`src/rtl/irqc_pkg.sv`:
```
package irqc_pkg;

    // Level the line rests at when no interrupt is asserted.
    localparam logic IDLE_LEVEL = 1'b1;

    // Default depth of the input synchronizer.
    localparam int unsigned SYNC_STAGES_DEF = 2;

    // State exported by the glitch filter.
    typedef struct packed {
        logic level;   // accepted level
        logic fell;    // one-cycle marker: the accepted level just went low
    } irqc_filt_t;

    // Counter width for a filter that must count 0 .. n-1.
    function automatic int unsigned cnt_w(input int unsigned n);
        return (n < 2) ? 1 : $clog2(n);
    endfunction

endpackage

```
`src/rtl/irqc_sync.sv`:
```
module irqc_sync #(
    parameter int unsigned STAGES  = irqc_pkg::SYNC_STAGES_DEF,
    parameter logic        RST_VAL = irqc_pkg::IDLE_LEVEL
) (
    input  logic clk,
    input  logic rst,
    input  logic d,
    output logic q
);
    logic [STAGES-1:0] chain;

    generate
        for (genvar i = 0; i < STAGES; i++) begin : g_stage
            if (i == 0) begin : g_first
                always_ff @(posedge clk) begin
                    if (rst) chain[0] <= RST_VAL;
                    else     chain[0] <= d;
                end
            end else begin : g_next
                always_ff @(posedge clk) begin
                    if (rst) chain[i] <= RST_VAL;
                    else     chain[i] <= chain[i-1];
                end
            end
        end
    endgenerate

    assign q = chain[STAGES-1];
endmodule

```
`src/rtl/irqc_edge.sv`:
```
module irqc_edge #(
    parameter logic RST_VAL = irqc_pkg::IDLE_LEVEL
) (
    input  logic clk,
    input  logic rst,
    input  logic lvl,
    output logic strobe
);
    logic last_q;
    logic strobe_q;

    always_ff @(posedge clk) begin
        if (rst) begin
            last_q   <= RST_VAL;
            strobe_q <= 1'b0;
        end else begin
            last_q   <= lvl;
            strobe_q <= lvl ^ last_q;
        end
    end

    assign strobe = strobe_q;
endmodule

```
`src/rtl/irqc_filter.sv`:
```
module irqc_filter
    import irqc_pkg::*;
#(
    parameter int unsigned FILT_CLKS = 3,
    localparam int unsigned CW       = cnt_w(FILT_CLKS)
) (
    input  logic       clk,
    input  logic       rst,
    input  logic       lvl,
    output irqc_filt_t stat
);
    logic [CW-1:0] run_q;
    logic          acc_q;
    logic          fell_q;
    logic          differs;
    logic          commit;

    assign differs = (lvl != acc_q);
    assign commit  = differs && (run_q == CW'(FILT_CLKS - 1));

    always_ff @(posedge clk) begin
        if (rst) begin
            run_q  <= '0;
            acc_q  <= IDLE_LEVEL;
            fell_q <= 1'b0;
        end else begin
            fell_q <= commit && !lvl;
            if (!differs || commit) begin
                run_q <= '0;
            end else begin
                run_q <= run_q + 1'b1;
            end
            if (commit) acc_q <= lvl;
        end
    end

    assign stat.level = acc_q;
    assign stat.fell  = fell_q;
endmodule

```
`src/rtl/irqc_hold.sv`:
```
module irqc_hold
    import irqc_pkg::*;
(
    input  logic       clk,
    input  logic       rst,
    input  irqc_filt_t stat,
    input  logic       ack,
    output logic       level,
    output logic       pending
);
    logic pend_q;

    always_ff @(posedge clk) begin
        if (rst)            pend_q <= 1'b0;
        else if (stat.fell) pend_q <= 1'b1;
        else if (ack)       pend_q <= 1'b0;
    end

    assign level   = stat.level & ~pend_q;
    assign pending = pend_q;
endmodule

```
`src/rtl/irq_line_conditioner.sv`:
```
module irq_line_conditioner
    import irqc_pkg::*;
#(
    parameter int unsigned FILT_CLKS   = 3,
    parameter int unsigned SYNC_STAGES = SYNC_STAGES_DEF
) (
    input  logic clk,
    input  logic rst,
    input  logic irq_raw,
    input  logic low_sent_ack,
    output logic irq_level,
    output logic change_strobe
);
    logic       sync_q;
    irqc_filt_t filt_st;
    logic       pend_q;

    irqc_sync #(.STAGES(SYNC_STAGES), .RST_VAL(IDLE_LEVEL)) u_sync (
        .clk(clk), .rst(rst), .d(irq_raw), .q(sync_q)
    );

    irqc_edge #(.RST_VAL(IDLE_LEVEL)) u_edge (
        .clk(clk), .rst(rst), .lvl(sync_q), .strobe(change_strobe)
    );

    irqc_filter #(.FILT_CLKS(FILT_CLKS)) u_filt (
        .clk(clk), .rst(rst), .lvl(sync_q), .stat(filt_st)
    );

    irqc_hold u_hold (
        .clk(clk), .rst(rst), .stat(filt_st), .ack(low_sent_ack),
        .level(irq_level), .pending(pend_q)
    );
endmodule

```
`config.mk`:
```
export PLATFORM = sky130hd
export DESIGN_NAME = irq_line_conditioner
export DESIGN_NICKNAME = d
export VERILOG_FILES = /design/src/rtl/irqc_pkg.sv /design/src/rtl/irqc_sync.sv /design/src/rtl/irqc_edge.sv /design/src/rtl/irqc_filter.sv /design/src/rtl/irqc_hold.sv /design/src/rtl/irq_line_conditioner.sv
export SDC_FILE = /design/constraint.sdc
export NUM_CORES = 1
export LEC_CHECK = 0
export BUFFER_PORTS_ARGS = -buffer_cell sky130_fd_sc_hd__buf_2
export CAP_MARGIN = 40
export CORE_AREA = 2 2 39 41
export CTS_BUF_LIST = sky130_fd_sc_hd__clkbuf_16
export CTS_CLUSTER_DIAMETER = 40
export DETAILED_ROUTE_END_ITERATION = 12
export DIE_AREA = 0 0 41 43
export MAX_ROUTING_LAYER = met4
export PLACE_DENSITY = 0.45
export SLEW_MARGIN = 20
export SYNTH_ARGS = -nofsm -noshare
export SYNTH_HDL_FRONTEND = slang
export SYNTH_HIERARCHICAL = 1
export SYNTH_SLANG_ARGS = --single-unit
```
`constraint.sdc`:
```
create_clock -name clk -period 1.95 [get_ports clk]
set_input_delay 0 -clock clk [delete_from_list [all_inputs] [get_ports clk]]
set_output_delay 0 -clock clk [all_outputs]
set_load 0.02 [all_outputs]
```
==> results.toml <==
[status]
status = "finished clean"

[synthesis]
seq_area_frac_synth_pct = 56.7
ys_types = 13
synthesis.area_um2 = 318
syn_avg_cell_area_um2 = 11.4
syn_inst = 28
synth_seq_cells = 9
ys_warn_count = 6
syn_nets = 33

[sta]
slew_viol_final = 0
rsz0062_at_grt = "no"
fin_skew_ns = 0.00139
holdWs_ns = 0.0214
tightest_slew_ns = 0.198
fin_crit_sh_pct = 53.5
max_freq_mhz = 959
slew_headroom_pct = 86.7
finalSetupViolCount = 0
worst_slack_ns = 0.907
finalHoldViolCount = 0
fin_crit_ns = 1.04
fin_tns_setup_ns = 0

[floorplan]
die_w_um = 41
io_pins = 6
fp.dieH_um = 43
start_util_pct = 23.0
fp.coreArea_mm2 = 0.00138
fp.dieArea_mm2 = 0.00176
rows = 14

[setup_path]
cp_data_arrival_time_ns = 1.16
worstSetupStartpointType = "flip-flop"
r2r_setup_slack_ns = 0.91
r2r-start = "u_filt/run_q[0]$_SDFF_PP0_"
r2r_end = "u_filt/acc_q$_SDFFE_PP1P_"
crit_fanout = 5
critPathRequiredTime_ns = 2.07
endpoint_kind = "flip-flop"
crit_path_start = "u_filt/run_q[0]$_SDFF_PP0_"
cp-endpoint = "u_filt/acc_q$_SDFFE_PP1P_"
critPathKind = "flip-flop to flip-flop"
r2r_cells = 3

[flow_run]
maxCapViolCount = 0

[power]
p_leak_nw = 0.172
ir_drop_uv = 424
power.total_mw = 0.559
p_per_area_mw_per_mm2 = 1280

[route]
top_layer = "met4"
met1_length_um = 180
vias_per_cell = 4.04
routed_wl_um = 418
antenna_left = 0
drt_drc_violations_left = 0
firstDrtPassIters = 1
drtIter0Drc = 0
num_vias = 210
post_drt_wl_per_cell_um = 8.04
met2WireLength_um = 164
met3WireLength_um = 31

[global_routing]
grt_use_total_pct = 8.07
antenna_found_initial = 0
grt_pass1_wl_um = 765
grt_max_degree = 10
gr-total-overflow = 0
grt_pass1_vias = 177

[final_layout]
area_delta_synth_final_pct = 37.4
regArea_um2 = 180
nFillCells = 149
nets = 42
multiInputGateArea_um2 = 115
final_common_cell = "dfxtp_1"
final_cell_mix = "dfxtp_1 (9), buf_2 (5), clkbuf_16 (3), inv_1 (3), or2_1 (3)"
drive_above_1_share_pct = 30.6
final_area_um2 = 437
diodes = 0

[cts]
clkSlewWorstSetupHoldPaths_ns = 0.04
cts_resized = 0
cts-htree-levels = 1
numCtsBuffers = 3
clock-sinks = 9
clockBufferDepth = 2
tritoncts = "done"
clock_latency_ns = 0.23
clock-root-buffer = "clkbuf_16"

[placement]
dp_hpwl_um = 280
pre_cts_ws_ns = 0.906
post_dp_cell_area_um2 = 348
portBuffers = 5
gp_congestion = 0.605

[hold_path]
holdCritPathClass = "input pin to flip-flop"
[report_power, final]
part	internal, mW	switching [mW]
sequential	0.189	0.00213
combinational	0.00805	0.00650
clock	0.267	0.0853
total	0.465	0.0939
[state kept, by name (all words and copies together), names as in the netlist]
register,count
u_hold/pending,1
u_filt/acc_q,1
u_edge/last_q,1
u_sync/q,1
u_edge/strobe,1
u_filt/fell_q,1
u_sync/chain,1
u_filt/run_q,2
[cell type report]
class | instances | area share, %
Multi-Input combinational cell | 15 | 26.4
Clock buffer | 3 | 17.2
Inverter | 2 | 1.72
Clock inverter | 1 | 0.860
Sequential cell | 9 | 41.3
Timing Repair Buffer | 6 | 8.02
Tap cell | 16 | 4.58
[critical path: stages (launching register included)]
cell and delay [ns]:
dfxtp_1 0.32, inv_1 0.04, ha_1 0.24, a211o_2 0.33
[Yosys cell counts]
master | number | share of area, %
a211o_2 | 1 | 3.1
a21oi_2 | 1 | 2.8
and4bb_2 | 1 | 3.9
buf_4 | 2 | 4.7
dfxtp_1 | 9 | 57
ha_1 | 1 | 3.9
inv_1 | 2 | 2.4
nand2b_1 | 1 | 2.0
nor2_1 | 1 | 1.2
nor2b_1 | 2 | 3.9
nor4_1 | 2 | 3.9
or2_1 | 3 | 5.9
xnor2_1 | 2 | 5.5
[layer usage]
metal,global-route usage (%),vias up
li1,-,105
met1,8.50,94
met2,7.81,7
met3,3.14,4
met4,14.0,0
met5,-,-
[worst min-delay path by stage]
| stage | slack, ns | to | depth (start not counted) | start |
|---|---|---|---|---|
| 4_1_cts | 0.02 | u_hold/pending$_SDFFE_PP0P_ | 2 | rst |
| 3_5_place_dp | 0.19 | u_sync/chain[0]$_SDFF_PP1_ | 2 | irq_raw |
| 2_1_floorplan | 0.06 | u_hold/pending$_SDFFE_PP0P_ | 1 | rst |
| 6_report | 0.02 | u_hold/pending$_SDFFE_PP0P_ | 2 | rst |
| 3_3_place_gp | 0.19 | u_sync/chain[0]$_SDFF_PP1_ | 2 | irq_raw |
| 5_1_grt | 0.04 | u_hold/pending$_SDFFE_PP0P_ | 2 | rst |
[stage by stage]
| stage | utilization (%) | cells |
|---|---|---|
| after floorplan | - | 28 |
| after global placement | 25.1 | 47 |
| after detailed placement | 25.1 | 47 |
| after CTS | 31.6 | 52 |
| after global routing | 31.6 | 52 |
| final | 31.6 | 52 |
[logic make-up after synthesis]
kind of cell    share of synthesized area [%]
fa+ha+maj                                3.94
xor+xnor                                 5.51
simple gates                             20.9
flops                                    56.7
buf+inv                                  7.09
compound gates                           5.91
[repair_timing]
| action | 4_1_cts | 5_1_grt |
|---|---|---|
| endpoints found under the hold margin | 1 | 0 |
| setup buffers | 0 | 0 |
| hold buffers | 1 | 0 |
Note: power is estimated with default switching activity, not from simulation.
